==> src/rtl/swf_pkg.sv <==
// Shared types for the sector write formatter.
package swf_pkg;
    // Kind of word inside one record frame, in transmission order.
    typedef enum logic [2:0] {
        SEG_PRE  = 3'd0,
        SEG_SYNC = 3'd1,
        SEG_REC  = 3'd2,
        SEG_CSUM = 3'd3,
        SEG_POST = 3'd4
    } seg_e;
endpackage

==> src/rtl/swf_cell_timer.sv <==
// Bit-cell timer: divides the system clock into cells of CELL_CYC cycles.
// Assumes 2 <= DATA_POS <= CELL_CYC-2 and CELL_CYC >= 4.
// The counter is held at zero while run is low, so a new run always
// starts on a cell boundary.
module swf_cell_timer #(
    parameter int CELL_CYC = 60,
    parameter int DATA_POS = 30
) (
    input  logic clk,
    input  logic rst_n,
    input  logic run,
    output logic cell_first,
    output logic cell_mid,
    output logic cell_last
);
    localparam int CW = $clog2(CELL_CYC);

    logic [CW-1:0] cnt_q;

    // Cycle position inside the current bit cell.
    always_ff @(posedge clk) begin
        if (!rst_n || !run) begin
            cnt_q <= '0;
        end else if (cnt_q == CW'(CELL_CYC - 1)) begin
            cnt_q <= '0;
        end else begin
            cnt_q <= cnt_q + CW'(1);
        end
    end

    assign cell_first = run && (cnt_q == '0);
    assign cell_mid   = run && (cnt_q == CW'(DATA_POS));
    assign cell_last  = run && (cnt_q == CW'(CELL_CYC - 1));
endmodule

==> src/rtl/swf_sequencer.sv <==
// Sector sequencer: tracks record, frame segment, word and bit position.
// It issues a load at each word boundary, tagged with the kind of the next
// word. It asks for a buffer read at the start of the last bit cell of a
// word whose successor is a record word. Record words go highest address
// first.
module swf_sequencer
    import swf_pkg::*;
#(
    parameter int WORD_W   = 16,
    parameter int PRE0_LEN = 34,
    parameter int PRE_LEN  = 3,
    parameter int POST_LEN = 5,
    parameter int HDR_LEN  = 2,
    parameter int LBL_LEN  = 8,
    parameter int DAT_LEN  = 256,
    parameter int AW       = 8
) (
    input  logic          clk,
    input  logic          rst_n,
    input  logic          start,
    input  logic          cell_first,
    input  logic          cell_last,
    output logic          load,
    output seg_e          load_seg,
    output logic          done,
    output logic          fetch,
    output logic [1:0]    fetch_rec,
    output logic [AW-1:0] fetch_addr
);
    localparam int MAXA = (PRE0_LEN > DAT_LEN) ? PRE0_LEN : DAT_LEN;
    localparam int MAXB = (LBL_LEN > HDR_LEN) ? LBL_LEN : HDR_LEN;
    localparam int MAXC = (PRE_LEN > POST_LEN) ? PRE_LEN : POST_LEN;
    localparam int MAXD = (MAXB > MAXC) ? MAXB : MAXC;
    localparam int MAXL = (MAXA > MAXD) ? MAXA : MAXD;
    localparam int CW   = $clog2(MAXL + 1);
    localparam int BW   = $clog2(WORD_W);

    logic [1:0]    rec_q, nrec;
    seg_e          seg_q, nseg;
    logic [CW-1:0] wcnt_q, nw;
    logic [BW-1:0] bcnt_q;
    logic          last_word, last_bit, word_end;

    // Number of words in record r.
    function automatic logic [CW-1:0] rec_len(input logic [1:0] r);
        case (r)
            2'd0:    return CW'(HDR_LEN);
            2'd1:    return CW'(LBL_LEN);
            default: return CW'(DAT_LEN);
        endcase
    endfunction

    // Number of words in segment s of record r.
    function automatic logic [CW-1:0] seg_len(input logic [1:0] r, input seg_e s);
        case (s)
            SEG_PRE:            return (r == 2'd0) ? CW'(PRE0_LEN) : CW'(PRE_LEN);
            SEG_SYNC, SEG_CSUM: return CW'(1);
            SEG_REC:            return rec_len(r);
            default:            return CW'(POST_LEN);
        endcase
    endfunction

    assign last_word = (wcnt_q == seg_len(rec_q, seg_q) - CW'(1));
    assign last_bit  = (bcnt_q == BW'(WORD_W - 1));
    assign word_end  = cell_last && last_bit;

    // Position of the word that follows the current one.
    always_comb begin
        nrec = rec_q;
        nseg = seg_q;
        nw   = wcnt_q + CW'(1);
        if (last_word) begin
            nw = '0;
            case (seg_q)
                SEG_PRE:  nseg = SEG_SYNC;
                SEG_SYNC: nseg = SEG_REC;
                SEG_REC:  nseg = SEG_CSUM;
                SEG_CSUM: nseg = SEG_POST;
                default: begin
                    nseg = SEG_PRE;
                    nrec = rec_q + 2'd1;
                end
            endcase
        end
    end

    assign done       = word_end && last_word && (seg_q == SEG_POST) && (rec_q == 2'd2);
    assign load       = word_end && !done;
    assign load_seg   = nseg;
    assign fetch      = cell_first && last_bit && (nseg == SEG_REC);
    assign fetch_rec  = nrec;
    assign fetch_addr = AW'(rec_len(nrec) - CW'(1) - nw);

    // Advance bit and word position at the end of each cell.
    always_ff @(posedge clk) begin
        if (!rst_n || start) begin
            rec_q  <= 2'd0;
            seg_q  <= SEG_PRE;
            wcnt_q <= '0;
            bcnt_q <= '0;
        end else if (cell_last) begin
            bcnt_q <= last_bit ? '0 : bcnt_q + BW'(1);
            if (last_bit) begin
                rec_q  <= nrec;
                seg_q  <= nseg;
                wcnt_q <= nw;
            end
        end
    end
endmodule

==> src/rtl/swf_word_path.sv <==
// Word datapath: shift register for the outgoing word, running record
// checksum, latched disk address and one-word prefetch buffer.
// Assumes the buffer returns data the cycle after a read strobe, and that
// the word boundary comes at least two cycles after that.
module swf_word_path
    import swf_pkg::*;
#(
    parameter int WORD_W = 16
) (
    input  logic              clk,
    input  logic              rst_n,
    input  logic              start,
    input  logic [WORD_W-1:0] disk_addr,
    input  logic              load,
    input  seg_e              load_seg,
    input  logic              shift,
    input  logic              fetch,
    input  logic [WORD_W-1:0] buf_data,
    output logic              cur_bit
);
    logic [WORD_W-1:0] sh_q, csum_q, addr_q, pref_q;
    logic              rd_q;

    // Capture the buffer word one cycle after its read strobe.
    always_ff @(posedge clk) begin
        if (!rst_n) begin
            rd_q   <= 1'b0;
            pref_q <= '0;
        end else begin
            rd_q <= fetch;
            if (rd_q) pref_q <= buf_data;
        end
    end

    // Load, shift and checksum update for the outgoing stream.
    always_ff @(posedge clk) begin
        if (!rst_n) begin
            sh_q   <= '0;
            csum_q <= '0;
            addr_q <= '0;
        end else if (start) begin
            sh_q   <= '0;
            csum_q <= disk_addr;
            addr_q <= disk_addr;
        end else if (load) begin
            case (load_seg)
                SEG_SYNC: begin
                    sh_q   <= WORD_W'(1);
                    csum_q <= addr_q;
                end
                SEG_REC: begin
                    sh_q   <= pref_q;
                    csum_q <= csum_q ^ pref_q;
                end
                SEG_CSUM: sh_q <= csum_q;
                default:  sh_q <= '0;
            endcase
        end else if (shift) begin
            sh_q <= {sh_q[WORD_W-2:0], 1'b0};
        end
    end

    assign cur_bit = sh_q[WORD_W-1];
endmodule

==> src/rtl/sector_write_fmt.sv <==
// Sector write formatter top. On an accepted start strobe it sends a full
// three-record sector as clock/data write pulses, reading record words
// from an external buffer with single-cycle latency. A start strobe that
// comes while busy is dropped and flagged in a sticky overrun bit.
module sector_write_fmt #(
    parameter int WORD_W   = 16,
    parameter int CELL_CYC = 60,
    parameter int DATA_POS = 30,
    parameter int PRE0_LEN = 34,
    parameter int PRE_LEN  = 3,
    parameter int POST_LEN = 5,
    parameter int HDR_LEN  = 2,
    parameter int LBL_LEN  = 8,
    parameter int DAT_LEN  = 256,
    localparam int AW      = $clog2(DAT_LEN)
) (
    input  logic              clk,
    input  logic              rst_n,
    input  logic              start_i,
    input  logic [WORD_W-1:0] disk_addr_i,
    output logic              buf_rd_o,
    output logic [1:0]        buf_rec_o,
    output logic [AW-1:0]     buf_addr_o,
    input  logic [WORD_W-1:0] buf_data_i,
    output logic              pulse_o,
    output logic              busy_o,
    output logic              overrun_o
);
    import swf_pkg::*;

    logic busy_q, over_q, pulse_q;
    logic start_ok;
    logic cell_first, cell_mid, cell_last;
    logic load, done, fetch, cur_bit;
    seg_e load_seg;

    assign start_ok = start_i && !busy_q;

    swf_cell_timer #(.CELL_CYC(CELL_CYC), .DATA_POS(DATA_POS)) u_timer (
        .clk(clk), .rst_n(rst_n), .run(busy_q),
        .cell_first(cell_first), .cell_mid(cell_mid), .cell_last(cell_last)
    );

    swf_sequencer #(
        .WORD_W(WORD_W), .PRE0_LEN(PRE0_LEN), .PRE_LEN(PRE_LEN),
        .POST_LEN(POST_LEN), .HDR_LEN(HDR_LEN), .LBL_LEN(LBL_LEN),
        .DAT_LEN(DAT_LEN), .AW(AW)
    ) u_seq (
        .clk(clk), .rst_n(rst_n), .start(start_ok),
        .cell_first(cell_first), .cell_last(cell_last),
        .load(load), .load_seg(load_seg), .done(done),
        .fetch(fetch), .fetch_rec(buf_rec_o), .fetch_addr(buf_addr_o)
    );

    swf_word_path #(.WORD_W(WORD_W)) u_path (
        .clk(clk), .rst_n(rst_n), .start(start_ok), .disk_addr(disk_addr_i),
        .load(load), .load_seg(load_seg), .shift(cell_last && !load),
        .fetch(fetch), .buf_data(buf_data_i), .cur_bit(cur_bit)
    );

    // Busy window and sticky overrun flag.
    always_ff @(posedge clk) begin
        if (!rst_n) begin
            busy_q <= 1'b0;
            over_q <= 1'b0;
        end else begin
            if (start_ok)     busy_q <= 1'b1;
            else if (done)    busy_q <= 1'b0;
            if (start_i && busy_q) over_q <= 1'b1;
        end
    end

    // One-cycle write pulse: clock at cell start, data mid-cell on a one.
    always_ff @(posedge clk) begin
        if (!rst_n) pulse_q <= 1'b0;
        else        pulse_q <= cell_first || (cell_mid && cur_bit);
    end

    assign buf_rd_o  = fetch;
    assign pulse_o   = pulse_q;
    assign busy_o    = busy_q;
    assign overrun_o = over_q;
endmodule

==> config.mk <==
export PLATFORM = sky130hd
export DESIGN_NAME = sector_write_fmt
export DESIGN_NICKNAME = d
export VERILOG_FILES = /design/src/rtl/swf_pkg.sv /design/src/rtl/swf_cell_timer.sv /design/src/rtl/swf_sequencer.sv /design/src/rtl/swf_word_path.sv /design/src/rtl/sector_write_fmt.sv
export SDC_FILE = /design/constraint.sdc
export NUM_CORES = 1
export LEC_CHECK = 0
export ABC_AREA = 1
export BUFFER_PORTS_ARGS = -buffer_cell sky130_fd_sc_hd__buf_2
export CORE_MARGIN = 2
export CORE_UTILIZATION = 45
export CTS_BUF_LIST = sky130_fd_sc_hd__clkbuf_8
export DETAILED_ROUTE_END_ITERATION = 8
export MAX_ROUTING_LAYER = met4
export PLACE_DENSITY = 0.66
export SETUP_SLACK_MARGIN = 0.2
export SYNTH_ARGS = -nofsm -noshare
export SYNTH_HDL_FRONTEND = slang
export SYNTH_SLANG_ARGS = --single-unit
==> constraint.sdc <==
create_clock -name clk -period 9.43 [get_ports clk]
set_input_delay 1.886 -clock clk [delete_from_list [all_inputs] [get_ports clk]]
set_output_delay 1.886 -clock clk [all_outputs]
set_load 0.02 [all_outputs]
==> impl_metrics.csv, run 1 <==
group,metric,value,unit
clocking,cts_buffer_depth,2,
drt,drt_iter0_markers,213,
synth,ys_warn_count,0,
placement,gp_congestion,0.906,
drt,drc,0,
drt,viasPerCell,5.29,
clocking,insertion_delay,0.39,ns
clocking,numCtsBuffers,9,
clocking,cts.sinks,92,
global_routing,grt_usage,0.245,
critical_path,crit_fanout,12,
final_layout,nets,811,
critical_path,cp.arrival,4.62,ns
synth,synth_most_common_cell,"nand2_1",
timing,slew_violations,0,
global_routing,grt_pass1_wl,22100,um
die,die_x,109,um
die,initial_core_util,0.460,
synth,syn-instance-count,732,
global_routing,grt_pass1_vias,4824,
timing,period_needed,6.51,ns
die,row_count,38,
timing,timing.final.crit_share,0.690,
critical_path,cp-end-kind,"output pin",
status,status,"finished, final reports clean",
drt,antenna_left,0,
timing,setup_viol,0,
power,sw_frac_of_total,0.262,
synth,async_reset_ff_frac,0,
die,coreArea,10800,um^2
clocking,cts_hold_buf,0,
global_routing,grt_max_degree,34,
die,fp.dieH,109,um
power,pwr-share-clk,0.390,
drt,firstDrtPassIters,7,
synth,synthTopCellsByCount,"nand2_1 (184), dfxtp_1 (92), nor2_1 (87), inv_1 (71), o21ai_0 (62)",
power,powerDensity,143,nW/um^2
timing,worstMarginPinSlew,0.821,ns
clocking,clockRootBuffer,"clkbuf_8",
die,io_pins,49,
synth,synth-edff-count,0,
critical_path,cpPeakStageDelay,0.45,ns
global_routing,antenna_found_initial,0,
synth,synthTopCellsByArea,"dfxtp_1 (37%), nand2_1 (14%), nor2_1 (6.5%), o21ai_0 (6.2%), inv_1 (5.3%)",
synth,ys_types,34,
power,p_int,0.577,mW
synth,synth_top_area_frac,0.369,
synth,synth-seq-cells,92,
critical_path,crit_type,"flip-flop to output pin",
final_layout,areaGrowthSynthToFinish,9.60,%
clocking,postCtsSetupBuffers,0,
power,p_switching,0.204,mW
final_layout,n_antenna_cell,0,
global_routing,grt_remaining_overflow,0,
drt,vias,4805,
die,dieArea,11900,um^2
timing,final.setup_skew,0.0125,ns
critical_path,critPathRequiredTime,7.54,ns
power,p_leak,2.45,nW
synth,syn_avg_cell_area,6.82,um^2
synth,yosysTopAreaCell,"dfxtp_1",
timing,rsz0062_at_grt,"no",
clocking,cts.clk_slew.worst_paths,0.10,ns
timing,finalSetupTns,0,ns
clocking,cts.repair.resized,0,
final_layout,drive_gt1_frac,0.129,
timing,max_freq,154,MHz
synth,syn_nets,780,
synth,syn_area,4990,um^2
hold_path,min_path_type,"flip-flop to flip-flop",
drt,wl_per_cell,14.6,um
power,peakVddDrop,0.0960,mV
power,p_comb_frac,0.084,
flow_run,cap_violations,0,
clocking,cts_tree,"built",
power,p_seq_frac,0.526,
timing,hold_viol,0,
placement,port_buffers,48,
synth,synth_flop_cell,"dfxtp_1",
timing,maxSlewHeadroom,0.451,
clocking,cts_htree_levels,3,
synth,synth-seq-area-share,0.369,
placement,place.detailed.hpwl,9580,um
critical_path,cpMostUsedCell,"nand2_1",
critical_path,cp_slowest_cell,"nor2_2",
timing,hold_slack,0.473,ns
critical_path,crit_path_start_kind,"flip-flop",
drt,wl,13300,um
[placed cells by master, fill, tap and decap left out, drive strengths merged]
cell type	count
xnor2	14
dfxtp	92
buf	49
nor2	94
nand3	37
nand4	9
a31o	1
nand3b	1
nor4	5
a21oi	42
xor2	10
nor3b	2
nor3	7
o32ai	1
ha	13
o211ai	1
clkinv	3
clkbuf	9
bufinv	2
o21ai	74
nand2	196
o22ai	23
inv	81
o21bai	2
[logic make-up after synthesis]
kind of cell,synth area share
xor+xnor,0.0421
buf+inv,0.0923
fa+ha+maj,0.0326
compound gates,0.155
flops,0.369
simple gates,0.309
[per-stage QoR]
stage / cells / power (mW) / setup slack (ns) / utilization / instance area, um^2
floorplan: 732 / 0.465 / 4.03 / - / 4990
CTS: 908 / 0.787 / 2.93 / 0.505 / 5470
detailed placement: 892 / 0.485 / 3.37 / 0.484 / 5250
global route: 908 / 0.813 / 2.36 / 0.505 / 5470
finish: 908 / 0.781 / 2.92 / 0.505 / 5470
global placement: 892 / 0.483 / 3.57 / 0.484 / 5250
[worst max-delay path: cells and delay by family, from the launching register on]
family | cells | cell delay [ns]
buffers and inverters | 5 | 0.61
DFF | 1 | 0.38
AOI/OAI and AO/OA | 2 | 0.37
adders and majority gates | 3 | 0.64
and+or+nand+nor | 13 | 1.79
xor gates and xnor gates | 2 | 0.46
[power by group through the flow]
stage	clock (mW)	sequential, mW	combinational, mW
2_1_floorplan	0	0.418	0.0464
3_3_place_gp	0	0.419	0.0644
3_5_place_dp	0	0.419	0.0655
4_1_cts	0.311	0.410	0.0658
5_1_grt	0.326	0.412	0.0752
6_report	0.305	0.410	0.0656
[layout make-up]
type | instances | area, um^2
clock buffer | 9 | 124
clock inverter | 7 | 96.3
fill | 1142 | 5370
inverter | 79 | 297
multi-input combinational | 532 | 2690
sequential | 92 | 1840
tap | 140 | 175
timing repair buffer | 49 | 248
[path summary, 6_finish.rpt]
kind / start / to / slack, ns / cells past startpoint
worst max-delay path: u_seq.seg_q[2] / buf_addr_o[7] / 2.92 / 25
worst min-delay path: overrun_o / overrun_o / 0.47 / 2
worst max register to register: u_seq.seg_q[2] / u_path.sh_q[3] / 5.54 / 21
worst min register to register: overrun_o / overrun_o / 0.47 / 2
[per-layer routing]
metal,global-route usage,vias to the layer above,wire [um]
met4,0.121,0,420
met2,0.441,110,6820
li1,-,2435,-
met3,0.0308,29,431
met5,-,-,0
met1,0.266,2231,5610
[state kept, by name (all words and copies together), names as in the netlist]
signal and count:
busy_o 1, overrun_o 1, pulse_o 1, u_path.addr_q 16, u_path.csum_q 16, u_path.pref_q 16
u_path.rd_q 1, u_path.sh_q 16, u_seq.bcnt_q 4, u_seq.rec_q 2, u_seq.seg_q 3, u_seq.wcnt_q 9
u_timer.cnt_q 6
Note: power is estimated with default switching activity, not from simulation.
==> run 2, diff against run 1 <==
==> constraint.sdc (replaced) <==
create_clock -name clk -period 6.2 [get_ports clk]
set_input_delay 1.24 -clock clk [delete_from_list [all_inputs] [get_ports clk]]
set_output_delay 1.24 -clock clk [all_outputs]
set_load 0.02 [all_outputs]
==> run 2 against run 1 <==
Worst setup slack worse by 2.2 ns; sequential share of layout area down 0.27 points; die area unchanged; clock skew up 0.0017 ns; via count up 0.19%; sequential power up 52%; combinational power up 54%; worst hold slack worse by 0.0036 ns; non-clock buffer count up 3; count of clock-buffer cells in the layout unchanged; critical path type unchanged.
==> impl_metrics.csv, run 2 (same netlist as run 1, synthesis figures left out) <==
group,metric,value,unit
status,status,"finished, final reports clean",
drt,wl,13300,um
global_routing,grt_pass1_vias,4648,
final_layout,nets,814,
timing,slew_violations,0,
critical_path,cp.arrival,4.24,ns
die,fp.dieH,109,um
critical_path,r2r_cells,23,
final_layout,n_antenna_cell,0,
global_routing,grt_pass1_wl,21600,um
die,coreArea,10800,um^2
placement,port_buffers,48,
power,powerDensity,217,nW/um^2
final_layout,seq_area,1840,um^2
die,initial_core_util,0.460,
power,p_leak,2.47,nW
timing,setup_viol,0,
die,die_x,109,um
clocking,insertion_delay,0.38,ns
drt,drc,0,
clocking,cts_tree,"built",
timing,worstMarginPinSlew,0.802,ns
die,row_count,38,
final_layout,areaGrowthSynthToFinish,10.5,%
critical_path,reg2reg_to,"u_path.sh_q[3]",
drt,wl_per_cell,14.7,um
timing,hold_viol,0,
clocking,numCtsBuffers,9,
critical_path,crit_path_start_kind,"flip-flop",
drt,antenna_left,0,
placement,pre_cts_ws,0.733,ns
critical_path,crit_end,"buf_addr_o[7]",
hold_path,min_path_type,"flip-flop to flip-flop",
die,io_pins,49,
critical_path,cp-end-kind,"output pin",
clocking,clockRootBuffer,"clkbuf_8",
final_layout,mostFrequentLayoutCells,"nand2_1 (184), dfxtp_1 (92), nor2_1 (87)",
timing,rsz0062_at_grt,"no",
drt,vias,4814,
global_routing,grt_usage,0.241,
global_routing,antenna_found_initial,0,
clocking,cts_hold_buf,0,
timing,maxSlewHeadroom,0.464,
global_routing,grt_max_degree,34,
placement,gp_congestion,0.907,
timing,timing.final.crit_share,0.884,
timing,period_needed,5.48,ns
flow_run,cap_violations,0,
final_layout,drive_gt1_frac,0.134,
clocking,cts_buffer_depth,2,
critical_path,worstSetupStartpoint,"u_seq.rec_q[0]",
drt,firstDrtPassIters,6,
timing,fin_ws,0.720,ns
global_routing,grt_remaining_overflow,0,
power,peakVddDrop,0.187,mV
die,dieArea,11900,um^2
critical_path,crit_type,"flip-flop to output pin",
power,power,1.20,mW
clocking,cts.sinks,92,
drt,viasPerCell,5.28,
final_layout,nFillCells,1129,
final_layout,final_common_cell,"nand2_1",
critical_path,crit_fanout,6,
final_layout,multiInputGateArea,2700,um^2
placement,place.detailed.hpwl,9630,um
critical_path,rr_startpoint,"u_seq.rec_q[0]",
clocking,cts_htree_levels,3,
timing,final.setup_skew,0.0142,ns
critical_path,critPathRequiredTime,4.96,ns
timing,max_freq,182,MHz
clocking,cts.clk_slew.worst_paths,0.11,ns
timing,finalSetupTns,0,ns
critical_path,r2r_setup_slack,2.50,ns
drt,drt_iter0_markers,283,
## run 2: cell count changes in the layout (fill, tap and decap cells not counted), sizes merged
cell,change
buf,+3
## run 2: power breakdown
group / switching (mW) / total (mW) / internal (mW)
Combinational: 0.0631 / 0.101 / 0.0376
Clock: 0.240 / 0.474 / 0.234
Sequential: 0.0140 / 0.624 / 0.610
## run 2: worst min path at each step
stage	from	to	depth (start not counted)
after floorplan	u_timer.cnt_q[0]	u_timer.cnt_q[0]	1
after global placement	u_timer.cnt_q[0]	u_timer.cnt_q[0]	1
after CTS	u_timer.cnt_q[0]	u_timer.cnt_q[0]	1
final	u_timer.cnt_q[0]	u_timer.cnt_q[0]	1
after detailed placement	u_timer.cnt_q[0]	u_timer.cnt_q[0]	1
after global routing	u_path.addr_q[11]	u_path.addr_q[11]	2
## run 2: layout make-up
class	instances	area share
multi-input combinational	532	0.490
sequential	92	0.334
inverter	79	0.0538
timing repair buffer	52	0.0490
tap	140	0.0318
clock buffer	9	0.0225
clock inverter	7	0.0193
## run 2: critical path: stages (launching register included)
cell and delay [ns]:
dfxtp_1 0.35, inv_1 0.14, ha_2 0.25, inv_1 0.09, a21oi_1 0.16, ha_1 0.26, inv_1 0.06, nand2_1 0.04
nand2_1 0.06, nand2_1 0.05, nor2_1 0.08, nand2_1 0.05, nor2_1 0.12, nand2_2 0.10, nor2_4 0.19, inv_2 0.10
nor2_4 0.14, xor2_1 0.26, inv_1 0.09, nor2_1 0.12, ha_1 0.19, ha_1 0.19, nand2_1 0.07, a21oi_1 0.22
nand3_1 0.12, xor2_1 0.19, buf_2 0.19
## run 2: metal layers
metal,wire [um],GRT usage,vias to the layer above
met3,459,0.0320,24
li1,-,-,2439
met1,5690,0.270,2229
met5,0,-,-
met2,6860,0.425,122
met4,342,0.112,0
## run 2: per-stage QoR
step	hold slack [ns]	instances	area, um^2	util
floorplan	0.430	732	4990	-
global placement	0.442	893	5260	0.485
detailed placement	0.448	893	5260	0.485
CTS	0.471	909	5490	0.506
global route	0.499	911	5520	0.509
finish	0.470	911	5520	0.509
## run 2: what timing repair did
| action | 4_1_cts | 5_1_grt |
|---|---|---|
| setup buffers | 0 | 2 |
| resized for setup | 0 | 3 |
| endpoints found under the setup margin | 0 | 3 |
==> run 3, diff against run 2 <==
--- a/config.mk
+++ b/config.mk
@@ -6,13 +6,13 @@
 export NUM_CORES = 1
 export LEC_CHECK = 0
 export ABC_AREA = 1
-export BUFFER_PORTS_ARGS = -buffer_cell sky130_fd_sc_hd__buf_2
 export CORE_MARGIN = 2
 export CORE_UTILIZATION = 45
 export CTS_BUF_LIST = sky130_fd_sc_hd__clkbuf_8
 export DETAILED_ROUTE_END_ITERATION = 8
+export DONT_BUFFER_PORTS = 1
 export MAX_ROUTING_LAYER = met4
-export PLACE_DENSITY = 0.66
+export PLACE_DENSITY = 0.63
 export SETUP_SLACK_MARGIN = 0.2
 export SYNTH_ARGS = -nofsm -noshare
 export SYNTH_HDL_FRONTEND = slang
==> run 3 against run 2 <==
Worst hold slack worse by 0.0037 ns; clock skew fell by 0.0027 ns; cell area down 4.7%; critical path type unchanged.
==> impl_metrics.csv, run 3 (same netlist as run 1, synthesis figures left out) <==
group,metric,value,unit
die,die_x,109,um
drt,drc,0,
critical_path,cpPeakStageDelay,0.34,ns
critical_path,cp_cell_sequence,"inv_1, ha_2, inv_1, a21oi_1, ha_1, nand2_1, inv_2, nand3_2, nand2_1, nand2_1, nor2_1, nand2_2, nor2_4, inv_2, nor2_2, xor2_1, inv_1, nor2_1, ha_1, ha_1, nand2_1, a21oi_1, nand3_1, xor2_2",
placement,place.detailed.hpwl,9230,um
global_routing,grt_usage,0.229,
power,p_leak,2.24,nW
final_layout,seq_area,1840,um^2
clocking,numCtsBuffers,9,
timing,rsz0062_at_grt,"no",
hold_path,min_path_type,"flip-flop to flip-flop",
placement,port_buffers,0,
critical_path,cp-end-kind,"output pin",
timing,hold_viol,0,
power,peakVddDrop,0.188,mV
critical_path,critPathRequiredTime,4.96,ns
critical_path,cp_slowest_cell,"dfxtp_1",
critical_path,crit_type,"flip-flop to output pin",
timing,period_needed,5.56,ns
global_routing,antenna_found_initial,0,
critical_path,cpMostUsedCell,"nand2_1",
power,powerDensity,217,nW/um^2
timing,finalSetupTns,0,ns
clocking,cts.clk_slew.worst_paths,0.09,ns
global_routing,grt_pass1_wl,20600,um
clocking,cts_tree,"built",
die,initial_core_util,0.460,
die,coreArea,10800,um^2
final_layout,nets,766,
critical_path,crit_fanout,6,
global_routing,grt_max_degree,34,
final_layout,final_common_cell,"nand2_1",
final_layout,drive_gt1_frac,0.0776,
timing,setup_viol,0,
critical_path,cp.arrival,4.32,ns
final_layout,n_antenna_cell,0,
final_layout,multiInputGateArea,2700,um^2
timing,timing.final.crit_share,0.897,
clocking,clockRootBuffer,"clkbuf_8",
drt,drt_iter0_markers,223,
drt,firstDrtPassIters,5,
global_routing,grt_pass1_vias,4287,
clocking,cts_buffer_depth,2,
timing,worstMarginPinSlew,0.778,ns
drt,antenna_left,0,
timing,final.setup_skew,0.0115,ns
drt,wl_per_cell,14.7,um
timing,slew_violations,0,
timing,maxSlewHeadroom,0.480,
timing,max_freq,180,MHz
status,status,"finished, final reports clean",
clocking,cts_hold_buf,0,
drt,vias,4586,
final_layout,nFillCells,1137,
clocking,cts_htree_levels,3,
die,row_count,38,
final_layout,areaGrowthSynthToFinish,5.31,%
critical_path,crit_path_start_kind,"flip-flop",
clocking,insertion_delay,0.37,ns
clocking,cts.sinks,92,
drt,viasPerCell,5.32,
final_layout,mostFrequentLayoutCells,"nand2_1 (184), dfxtp_1 (92), nor2_1 (87)",
final_layout,fin_util,0.485,
placement,gp_congestion,0.916,
die,fp.dieH,109,um
flow_run,cap_violations,0,
die,io_pins,49,
die,dieArea,11900,um^2
drt,wl,12700,um
global_routing,grt_remaining_overflow,0,
run 3: final cells by class:
| class | count | area share |
|---|---|---|
| multi-input combinational | 532 | 0.514 |
| tap | 140 | 0.0333 |
| inverter | 79 | 0.0564 |
| clock inverter | 4 | 0.0109 |
| clock buffer | 11 | 0.0288 |
| sequential | 92 | 0.350 |
| timing repair buffer | 4 | 0.00571 |
run 3: worst max-delay path: cells and delay by family (launching register included):
kind	cells	cell delay, ns
adders and majority gates	4	0.84
buffers and inverters	5	0.60
AOI/OAI and AO/OA	2	0.39
DFF	1	0.34
and+or+nand+nor	11	1.24
xor gates and xnor gates	2	0.54
run 3: per-stage QoR:
stage | hold slack, ns | std cells | instance area (um^2) | power (mW) | setup slack [ns]
after global placement | 0.446 | 844 | 5010 | 0.721 | 0.819
after CTS | 0.470 | 859 | 5220 | 1.15 | 0.264
final | 0.466 | 862 | 5260 | 1.14 | 0.636
after floorplan | 0.430 | 732 | 4990 | 0.707 | 1.44
after global routing | 0.490 | 862 | 5260 | 1.19 | 0.203
after detailed placement | 0.455 | 844 | 5010 | 0.722 | 0.676
run 3: layer usage:
| metal | up-vias | part of all wire | global-route usage |
|---|---|---|---|
| met1 | 2123 | 0.44 | 0.276 |
| met4 | 0 | 0.026 | 0.0769 |
| li1 | 2335 | - | - |
| met2 | 107 | 0.49 | 0.381 |
| met5 | - | 0 | - |
| met3 | 21 | 0.044 | 0.0504 |
run 3: path summary, 6_finish.rpt:
| check | depth (start not counted) | from | slack [ns] | to |
|---|---|---|---|---|
| worst max-delay path | 24 | u_seq.rec_q[0] | 0.64 | buf_addr_o[7] |
| worst min-delay path | 1 | u_timer.cnt_q[0] | 0.47 | u_timer.cnt_q[0] |
| worst max register to register | 23 | u_seq.rec_q[0] | 2.52 | u_path.csum_q[5] |
| worst min register to register | 1 | u_timer.cnt_q[0] | 0.47 | u_timer.cnt_q[0] |
run 3: repair_timing:
action                     4_1_cts  5_1_grt
gates resized for setup          0        4
setup buffers                    0        3
setup endpoints to repair        0        5
run 3: where the power goes:
group | leakage (nW) | internal [mW] | switching [mW] | total (mW)
Combinational | 1.39 | 0.0285 | 0.0534 | 0.0819
Clock | 0.104 | 0.210 | 0.220 | 0.430
Sequential | 0.747 | 0.610 | 0.0171 | 0.627
